## config.mk

```make
export PLATFORM = sky130hd
export DESIGN_NAME = mmio_fact_unit
export DESIGN_NICKNAME = d
export VERILOG_FILES = /design/src/rtl/mfu_pkg.sv /design/src/rtl/mfu_decode.sv /design/src/rtl/mfu_fact_engine.sv /design/src/rtl/mmio_fact_unit.sv
export SDC_FILE = /design/constraint.sdc
export NUM_CORES = 1
export LEC_CHECK = 0
export ABC_AREA = 1
export CORE_AREA = 8 8 181 312
export CTS_CLUSTER_DIAMETER = 60
export CTS_CLUSTER_SIZE = 24
export DETAILED_ROUTE_END_ITERATION = 16
export DIE_AREA = 0 0 189 320
export DONT_BUFFER_PORTS = 1
export PLACE_DENSITY = 0.66
export SYNTH_ARGS = -nofsm -noshare
export SYNTH_HDL_FRONTEND = slang
export SYNTH_HIERARCHICAL = 1
export SYNTH_SLANG_ARGS = --single-unit
```

## constraint.sdc

```tcl
create_clock -name clk -period 9.7 [get_ports clk]
set_input_delay 0 -clock clk [delete_from_list [all_inputs] [get_ports clk]]
set_output_delay 0 -clock clk [all_outputs]
set_load 0.01 [all_outputs]
```

## src/rtl/mfu_pkg.sv

```systemverilog
package mfu_pkg;

    localparam int DW = 32;

    typedef enum logic [1:0] {
        SZ_1B = 2'd0,
        SZ_2B = 2'd1,
        SZ_4B = 2'd2,
        SZ_8B = 2'd3
    } acc_size_e;

    localparam logic [7:0] OFS_ID       = 8'h00;
    localparam logic [7:0] OFS_LIVE     = 8'h04;
    localparam logic [7:0] OFS_FACT     = 8'h08;
    localparam logic [7:0] OFS_STAT     = 8'h20;
    localparam logic [7:0] NARROW_LIMIT = 8'h80;

    localparam int STAT_BUSY_BIT = 0;
    localparam int STAT_IEN_BIT  = 7;

    localparam logic [DW-1:0] IRQ_FACT_CODE = 32'h0000_0001;

    typedef enum logic [2:0] {
        SEL_NONE,
        SEL_ID,
        SEL_LIVE,
        SEL_FACT,
        SEL_STAT
    } reg_sel_e;

    typedef struct packed {
        reg_sel_e sel;
        logic     wr;
        logic     rd;
    } bus_op_t;

    typedef enum logic {
        ENG_IDLE,
        ENG_RUN
    } eng_state_e;

    function automatic logic [DW-1:0] make_id(input logic [7:0] maj, input logic [7:0] mnr);
        return {maj, mnr, 8'h00, 8'hED};
    endfunction

    function automatic logic size_ok(input logic narrow, input acc_size_e sz);
        if (narrow) return (sz == SZ_4B);
        return (sz == SZ_4B) || (sz == SZ_8B);
    endfunction

endpackage

```

## src/rtl/mfu_decode.sv

```systemverilog
module mfu_decode
    import mfu_pkg::*;
#(
    parameter int ADDR_W = 8
) (
    input  logic [ADDR_W-1:0] addr,
    input  logic [1:0]        size,
    input  logic              wr,
    input  logic              rd,
    output bus_op_t           op
);
    localparam logic [ADDR_W-1:0] A_ID   = ADDR_W'(OFS_ID);
    localparam logic [ADDR_W-1:0] A_LIVE = ADDR_W'(OFS_LIVE);
    localparam logic [ADDR_W-1:0] A_FACT = ADDR_W'(OFS_FACT);
    localparam logic [ADDR_W-1:0] A_STAT = ADDR_W'(OFS_STAT);
    localparam logic [ADDR_W-1:0] A_LIM  = ADDR_W'(NARROW_LIMIT);

    logic     narrow;
    logic     legal;
    reg_sel_e sel;

    assign narrow = (addr < A_LIM);
    assign legal  = size_ok(narrow, acc_size_e'(size));

    always_comb begin
        sel = SEL_NONE;
        if (legal) begin
            case (addr)
                A_ID:    sel = SEL_ID;
                A_LIVE:  sel = SEL_LIVE;
                A_FACT:  sel = SEL_FACT;
                A_STAT:  sel = SEL_STAT;
                default: sel = SEL_NONE;
            endcase
        end
    end

    always_comb begin
        op.sel = sel;
        op.wr  = wr && (sel != SEL_NONE) && (sel != SEL_ID);
        op.rd  = rd;
    end
endmodule

```

## src/rtl/mfu_fact_engine.sv

```systemverilog
module mfu_fact_engine
    import mfu_pkg::*;
#(
    parameter int W = DW
) (
    input  logic         clk,
    input  logic         rst,
    input  logic         start,
    input  logic [W-1:0] operand,
    output logic         busy,
    output logic         done,
    output logic [W-1:0] acc
);
    eng_state_e   state;
    logic [W-1:0] cnt;
    logic         finish;

    // Stop at the last factor, or as soon as the wrapped product is zero.
    assign finish = (cnt <= W'(1)) || (acc == '0);
    assign busy   = (state == ENG_RUN);

    always_ff @(posedge clk) begin
        if (rst) begin
            state <= ENG_IDLE;
            acc   <= '0;
            cnt   <= '0;
            done  <= 1'b0;
        end else begin
            done <= 1'b0;
            case (state)
                ENG_IDLE: begin
                    if (start) begin
                        acc   <= W'(1);
                        cnt   <= operand;
                        state <= ENG_RUN;
                    end
                end
                ENG_RUN: begin
                    if (finish) begin
                        state <= ENG_IDLE;
                        done  <= 1'b1;
                    end else begin
                        acc <= acc * cnt;
                        cnt <= cnt - W'(1);
                    end
                end
                default: state <= ENG_IDLE;
            endcase
        end
    end

    // the register front end must never start a busy engine
    p_start_idle_r5: assert property (@(posedge clk) disable iff (rst)
        start |-> !busy);

    // the factor count moves down by one on every busy cycle that continues
    p_cnt_step_r4: assert property (@(posedge clk) disable iff (rst)
        (busy && $past(busy) && !$past(finish)) |-> (cnt == $past(cnt) - W'(1)));

    // completion comes exactly once, as the engine leaves its busy state
    p_done_edge_r3: assert property (@(posedge clk) disable iff (rst)
        done |-> (!busy && $past(busy)));
endmodule

```

## src/rtl/mmio_fact_unit.sv

```systemverilog
module mmio_fact_unit
    import mfu_pkg::*;
#(
    parameter int         ADDR_W    = 8,
    parameter logic [7:0] VER_MAJOR = 8'h01,
    parameter logic [7:0] VER_MINOR = 8'h00
) (
    input  logic              clk,
    input  logic              rst,
    input  logic [ADDR_W-1:0] bus_addr,
    input  logic [DW-1:0]     bus_wdata,
    input  logic              bus_wr,
    input  logic              bus_rd,
    input  logic [1:0]        bus_size,
    output logic [DW-1:0]     bus_rdata,
    output logic              irq_raise,
    output logic [DW-1:0]     irq_value
);
    localparam logic [DW-1:0] ID_WORD = make_id(VER_MAJOR, VER_MINOR);

    bus_op_t       op;
    logic          eng_busy;
    logic          eng_done;
    logic          eng_start;
    logic [DW-1:0] eng_acc;
    logic [DW-1:0] live_q;
    logic          ien_q;
    logic          irq_q;
    logic [DW-1:0] rdata_q;
    logic [DW-1:0] rd_mux;
    logic [DW-1:0] stat_word;

    mfu_decode #(.ADDR_W(ADDR_W)) u_decode (
        .addr (bus_addr),
        .size (bus_size),
        .wr   (bus_wr),
        .rd   (bus_rd),
        .op   (op)
    );

    assign eng_start = op.wr && (op.sel == SEL_FACT) && !eng_busy;

    mfu_fact_engine #(.W(DW)) u_engine (
        .clk     (clk),
        .rst     (rst),
        .start   (eng_start),
        .operand (bus_wdata),
        .busy    (eng_busy),
        .done    (eng_done),
        .acc     (eng_acc)
    );

    always_comb begin
        stat_word                = '0;
        stat_word[STAT_BUSY_BIT] = eng_busy;
        stat_word[STAT_IEN_BIT]  = ien_q;
    end

    always_comb begin
        case (op.sel)
            SEL_ID:   rd_mux = ID_WORD;
            SEL_LIVE: rd_mux = live_q;
            SEL_FACT: rd_mux = eng_acc;
            SEL_STAT: rd_mux = stat_word;
            default:  rd_mux = '0;
        endcase
    end

    always_ff @(posedge clk) begin
        if (rst) begin
            live_q  <= '1;
            ien_q   <= 1'b0;
            irq_q   <= 1'b0;
            rdata_q <= '0;
        end else begin
            irq_q <= eng_done && ien_q;
            if (op.rd) rdata_q <= rd_mux;
            if (op.wr && op.sel == SEL_LIVE) live_q <= ~bus_wdata;
            if (op.wr && op.sel == SEL_STAT) ien_q <= bus_wdata[STAT_IEN_BIT];
        end
    end

    assign bus_rdata = rdata_q;
    assign irq_raise = irq_q;
    assign irq_value = irq_q ? IRQ_FACT_CODE : '0;

    // a legal identification read loads the fixed word
    p_id_read_r1: assert property (@(posedge clk) disable iff (rst)
        (bus_rd && bus_addr == ADDR_W'(OFS_ID) && bus_size == 2'd2) |=> (bus_rdata == ID_WORD));

    // a narrow-region read of a size other than four bytes returns zero
    p_bad_size_zero_r8: assert property (@(posedge clk) disable iff (rst)
        (bus_rd && bus_addr < ADDR_W'(NARROW_LIMIT) && bus_size != 2'd2) |=> (bus_rdata == '0));

    // a raise pulse comes one cycle after busy cleared and lasts one cycle
    p_irq_after_busy_r7: assert property (@(posedge clk) disable iff (rst)
        irq_raise |-> ($past(eng_busy, 2) && !$past(eng_busy)));

    p_irq_single_r7: assert property (@(posedge clk) disable iff (rst)
        irq_raise |=> !irq_raise);
endmodule

```

Yosys cells after proc, flatten, opt, wreduce, memory -nomap -nowiden
Index checks and enable logic that the tools add are counted.
{"block": "totals", "input_bits": 46, "ff_bits": 132, "output_inout_bits": 65, "elab_cells": 58}
{"block": "classes", "n_eq_ne": 12, "n_mux": 17, "mul": 1, "n_bitwise": 2, "add_sub_neg": 1, "reduce_logical": 15, "n_lt_le_gt_ge": 2}
{"op": "$mux W32", "count": 4}
{"op": "$pmux W32 S2", "count": 2}
{"op": "$pmux W32 S4", "count": 1}
{"op": "$le A32 B1 Y1 const B", "count": 1}
{"op": "$logic_not A32 Y1", "count": 1}
{"op": "$mul A32 B32 Y32", "count": 1}
{"op": "$not A32 Y32", "count": 1}
{"op": "$sub A32 B1 Y32 const B", "count": 1}
{"op": "$pmux W3 S4", "count": 1}
{"op": "$eq A8 B3 Y1 const B", "count": 1}
{"op": "$eq A8 B4 Y1 const B", "count": 1}
{"op": "$eq A8 B6 Y1 const B", "count": 1}
{"op": "$logic_not A8 Y1", "count": 1}
{"op": "$lt A8 B8 Y1 const B", "count": 1}
{"op": "$logic_and A1 B1 Y1", "count": 7}
{"op": "$mux W1", "count": 7}
{"op": "$eq A3 B2 Y1 const B", "count": 2}
{"op": "$eq A2 B2 Y1 const B", "count": 2}
{"op": "$ne A2 B2 Y1 const B", "count": 2}
{"op": "$eq A3 B1 Y1 const B", "count": 1}
{"op": "$eq A3 B3 Y1 const B", "count": 1}
{"op": "$mux W3", "count": 1}
{"op": "$ne A3 B1 Y1 const B", "count": 1}
{"op": "$reduce_bool A3 Y1", "count": 1}
{"op": "other kinds (6)", "count": 7}

Depth between registers and ports, before layout
{"block": "logic_depth", "depth_word": 11, "ltp_mapped": 34, "ltp_nobuf": 32}

Cells and area by module
The synthesis kept the hierarchy.
{"module": "mfu_fact_engine", "cells_per_inst": 2754, "area_each_um2": 20068.0, "instances": 1, "seq_area_each_um2": 1321.3}
{"module": "mmio_fact_unit", "cells_per_inst": 405, "area_each_um2": 2959.1, "instances": 1, "seq_area_each_um2": 1321.3}
{"module": "mfu_decode", "cells_per_inst": 29, "area_each_um2": 140.1, "instances": 1, "seq_area_each_um2": 0.0}

Least setup slack after synthesis
OpenSTA, ideal clock, no wires.
{"block": "synth_timing", "path_kind": "flip-flop to flip-flop", "start": "register u_engine.cnt[5]", "end": "register u_engine.acc[29]", "path_buffers": 2, "arrival_time_ps": 6412, "t_required_ps": 9587, "setup_slack_ps": 3175, "setup_time_ps": 113, "period_less_slack_ps": 6525, "stages_incl_launch_ff": 31, "path_cell_list": "dfxtp_1 > clkbuf_1 > buf_1 > nand2_1 > inv_1 > fa_1 > fa_1 > fa_1 > inv_1 > fa_1 > inv_1 > fa_1 > inv_1 > fa_1 > inv_1 > fa_1 > fa_1 > ha_1 > nand2_1 > inv_1 > nand2_1 > nor3_1 > nand4_1 > nand3_1 > nand2_1 > o211ai_1 > nand2_1 > inv_1 > o21ai_0 > nand3_1 > nand2_1"}
{"block": "synth_between", "elab_chain_cells": 4, "word_cells_on_any_way": 7, "cone_classes": "1 x mul; 1 x order compare; 1 x eq/ne; 2 x mux; 2 x reduce/logical"}
{"item": "start: declaration", "line_no": "mfu_fact_engine.sv:15", "rtl": "logic [W-1:0] cnt;"}
{"item": "start signal: assignment", "line_no": "mfu_fact_engine.sv:34", "rtl": "cnt <= operand;"}
{"item": "start signal: assignment", "line_no": "mfu_fact_engine.sv:44", "rtl": "cnt <= cnt - W'(1);"}
{"item": "parallel branches: the longest is 4 deep, another holds $mul A32 B32 Y32"}
{"item": "end signal: assignment", "line_no": "mfu_fact_engine.sv:43", "rtl": "acc <= acc * cnt;"}
{"item": "end: declaration", "line_no": "mfu_fact_engine.sv:12", "rtl": "output logic [W-1:0] acc"}
Several ways; the timed one is not identified. The select of a mux whose other input is x is not followed.
A chain may end at the register's enable or synchronous reset.

Final worst setup path
{"block": "layout_timing", "start": "register u_engine.acc[12]", "end": "register u_engine.acc[31]"}
{"block": "layout_between", "elab_chain_cells": 4, "word_cells_on_any_way": 7, "cone_classes": "1 x mul; 1 x eq/ne; 2 x mux; 3 x reduce/logical"}
{"item": "parallel branches: the longest is 4 deep, another holds $mul A32 B32 Y32"}
Several ways; the timed one is not identified. The select of a mux whose other input is x is not followed.

==> impl_metrics.tcl <==
set metrics [dict create \
    layout_commonest_cell "nand2_1" \
    drcViolationCount 0 \
    cp-startpoint "u_engine/acc[12]" \
    totalNegativeSetupSlack_ps 0 \
    setup_viol 0 \
    ant_nets 0 \
    grt_max_degree 83 \
    clock_latency_ps 470 \
    regArea_um2 2643 \
    die_area_um2 60480 \
    fmax_mhz 138.3 \
    ctsResizeCount 0 \
    path_clk_slew_ps 80 \
    hold_viol 0 \
    critPathKind "reg2reg" \
    worst_slew_pin_slew_ps 1458 \
    cts_sinks 132 \
    finalCritPeriodShare_pct 74.52 \
    drt_iter0_drc 1522 \
    holdPathStages 7 \
    slew_headroom_pct 1.912 \
    critical_path_depth 26 \
    multi_input_area_um2 16530 \
    synth_cell_type_count 49 \
    crit_family "adder cells" \
    coreArea_um2 52080 \
    vias 20200 \
    wl_um 78770 \
    synth_edf_count 0 \
    io_buffers 0 \
    cts_buffer_depth 2 \
    grt_pass1_wl_um 120100 \
    layout.nets 3705 \
    drive_above_1_share_pct 4.333 \
    numCtsBuffers 17 \
    async_flop_share_pct 0 \
    htreeDepth 4 \
    critPathCaptureType "register" \
    gp_congestion 1.016 \
    vdd_drop_max_mv 0.1269 \
    reg2reg_depth 26 \
    hold_start "bus_addr[5]" \
    viasPerCell 5.291 \
    first_pass_iters 8 \
    cp_num_buf_inv 6 \
    ys_ff_latch 132 \
    yosys-top-cells-area "fa_1, nand2_1, inv_1, dfxtp_1, ha_1" \
    gr-total-overflow 0 \
    syn_inst 3188 \
    synth_top_area_share_pct 35.26 \
    finalClockSkew_ps 20.87 \
    yosysTopAreaCell "fa_1" \
    r2r_start "u_engine/acc[12]" \
    syn_area_um2 23170 \
    cp.required_ps 10060 \
    track_usage_pct 26.22 \
    grt_pass1_vias 21490 \
    yosysSeqAreaShare_pct 11.41 \
    reg2reg_to "u_engine/acc[31]" \
    final_max_slew_viol_count 0 \
    antenna_found_initial 0 \
    layout_min_cycle_time_ps 7229 \
    die_width_um 189 \
    rsz0062_at_grt "no" \
    syn2layout_area_growth_pct 6.071 \
    yosysWarnings 6 \
    fin_util_pct 47.18 \
    cts_tree "yes" \
    arrival_ps 7590 \
    r2r_slack_ps 2470 \
    critical_path.max_stage_delay_ps 910 \
    most-common-layout-cells "nand2_1, inv_1, fa_1" \
    wire_per_inst_um 20.63 \
    outcome "finished with violations" \
    cap_violations 1 \
    cp-start-kind "register" \
    power_mw 1.333 \
    power.leakage_nw 14.35 \
    min_to "ien_q" \
    critical_path.slowest_cell "dfxtp_1" \
    cts_root_buf "clkbuf_16" \
    holdWs_ps 72.01 \
    violations "max-capacitance violations" \
    ios 111 \
    dieHeight_um 320 \
    crit_top_cell "fa_1" \
    crit_fanout 16 \
    initial_utilization_pct 44.48 \
    p_per_area_nw_per_um2 54.25 \
    num_rows 111 \
    fillers 5159 \
    dp_hpwl_um 60200 \
    hold_path.class "in2reg" \
    synthFlopType "dfxtp_1" \
    syn_avg_cell_area_um2 7.267 \
]
worst register-to-register path: cells and delay by family, from the launching register on:
family                   cells  cell delay, ps
adder cells (fa/ha/maj)      9            4220
flip-flops                   1             910
AO/OA/AOI/OAI                5             860
buffers and inverters        6             610
AND/OR/NAND/NOR              6             530
synthesized netlist by cell type (3+ instances only):
master,count
a21o_1,4
a21oi_1,111
a21oi_2,8
a31oi_1,7
buf_1,33
buf_2,26
buf_4,37
buf_6,11
clkbuf_1,93
clkbuf_2,3
dfxtp_1,132
fa_1,408
ha_1,125
inv_1,809
inv_2,12
nand2_1,934
nand2_2,7
nand3_1,83
nand3b_1,9
nand4_1,15
nor2_1,71
nor2_2,11
nor2_4,7
nor3_1,15
nor4_1,11
o211ai_1,7
o21ai_0,89
o21ai_1,24
o21ai_2,6
o21bai_1,5
o22ai_1,17
o22ai_2,3
o31ai_1,3
xnor2_1,17
xor2_1,17
sequential cells by signal (all words and copies together), names as in the netlist:
register and flops:
bus_rdata 32, u_engine/busy 1, u_engine/done 1, live_q 32
irq_raise 1, u_engine/cnt 32, u_engine/acc 32, ien_q 1
final cells by class:
| class | instances | share of cell area [%] |
|---|---|---|
| Timing Repair Buffer | 92 | 3.391 |
| Inverter | 823 | 12.57 |
| Clock inverter | 13 | 0.7994 |
| Clock buffer | 19 | 1.762 |
| Antenna cell | 1 | 0.01018 |
| Multi-Input combinational cell | 2060 | 67.26 |
| Sequential cell | 132 | 10.75 |
| Tap cell | 678 | 3.452 |
routing by layer:
layer	track usage [%]	vias up	part of all wire, %	wire, um
met5	0	-	0	0
met4	23.68	0	10	8265
met3	4.239	403	6.7	5278
met2	48.84	964	52	40970
met1	23.89	9781	31	24260
li1	-	9054	-	-
where the power goes:
part	switching [mW]	internal [mW]	total (mW)
sequential	0.000265	0.542	0.542
clock	0.305	0.435	0.740
combinational	0.0346	0.0166	0.0512
total	0.340	0.993	1.33
repair_timing:
item | CTS | global route
hold buffers | 46 | 0
hold endpoints to repair | 128 | 0
buffers inserted | 0 | 0
per-stage QoR:
step	instance area [um^2]	instances	worst slack, ps
global placement	23450	3739	2584
global route	24570	3817	2086
finish	24570	3818	2471
detailed placement	23450	3739	2536
floorplan	23280	3218	3175
CTS	24570	3817	2529
worst max path at each step:
| stage | end | slack (ps) |
|---|---|---|
| 6_report | u_engine/acc[31] | 2470 |
| 5_1_grt | u_engine/acc[31] | 2090 |
| 4_1_cts | u_engine/acc[29] | 2530 |
| 3_5_place_dp | u_engine/acc[29] | 2540 |
| 3_3_place_gp | u_engine/acc[29] | 2580 |
| 2_1_floorplan | u_engine/acc[29] | 3180 |
kinds of logic after synthesis:
logic type	after synthesis	share of synthesized area, %
compound gates	292	7.097
flops	132	11.41
other cells	1	0.01619
simple gates	1170	20.45
buf+inv	1026	17.74
xor+xnor	34	1.285
fa+ha+maj	533	42.01
Power figures use the tool's default switching activity.
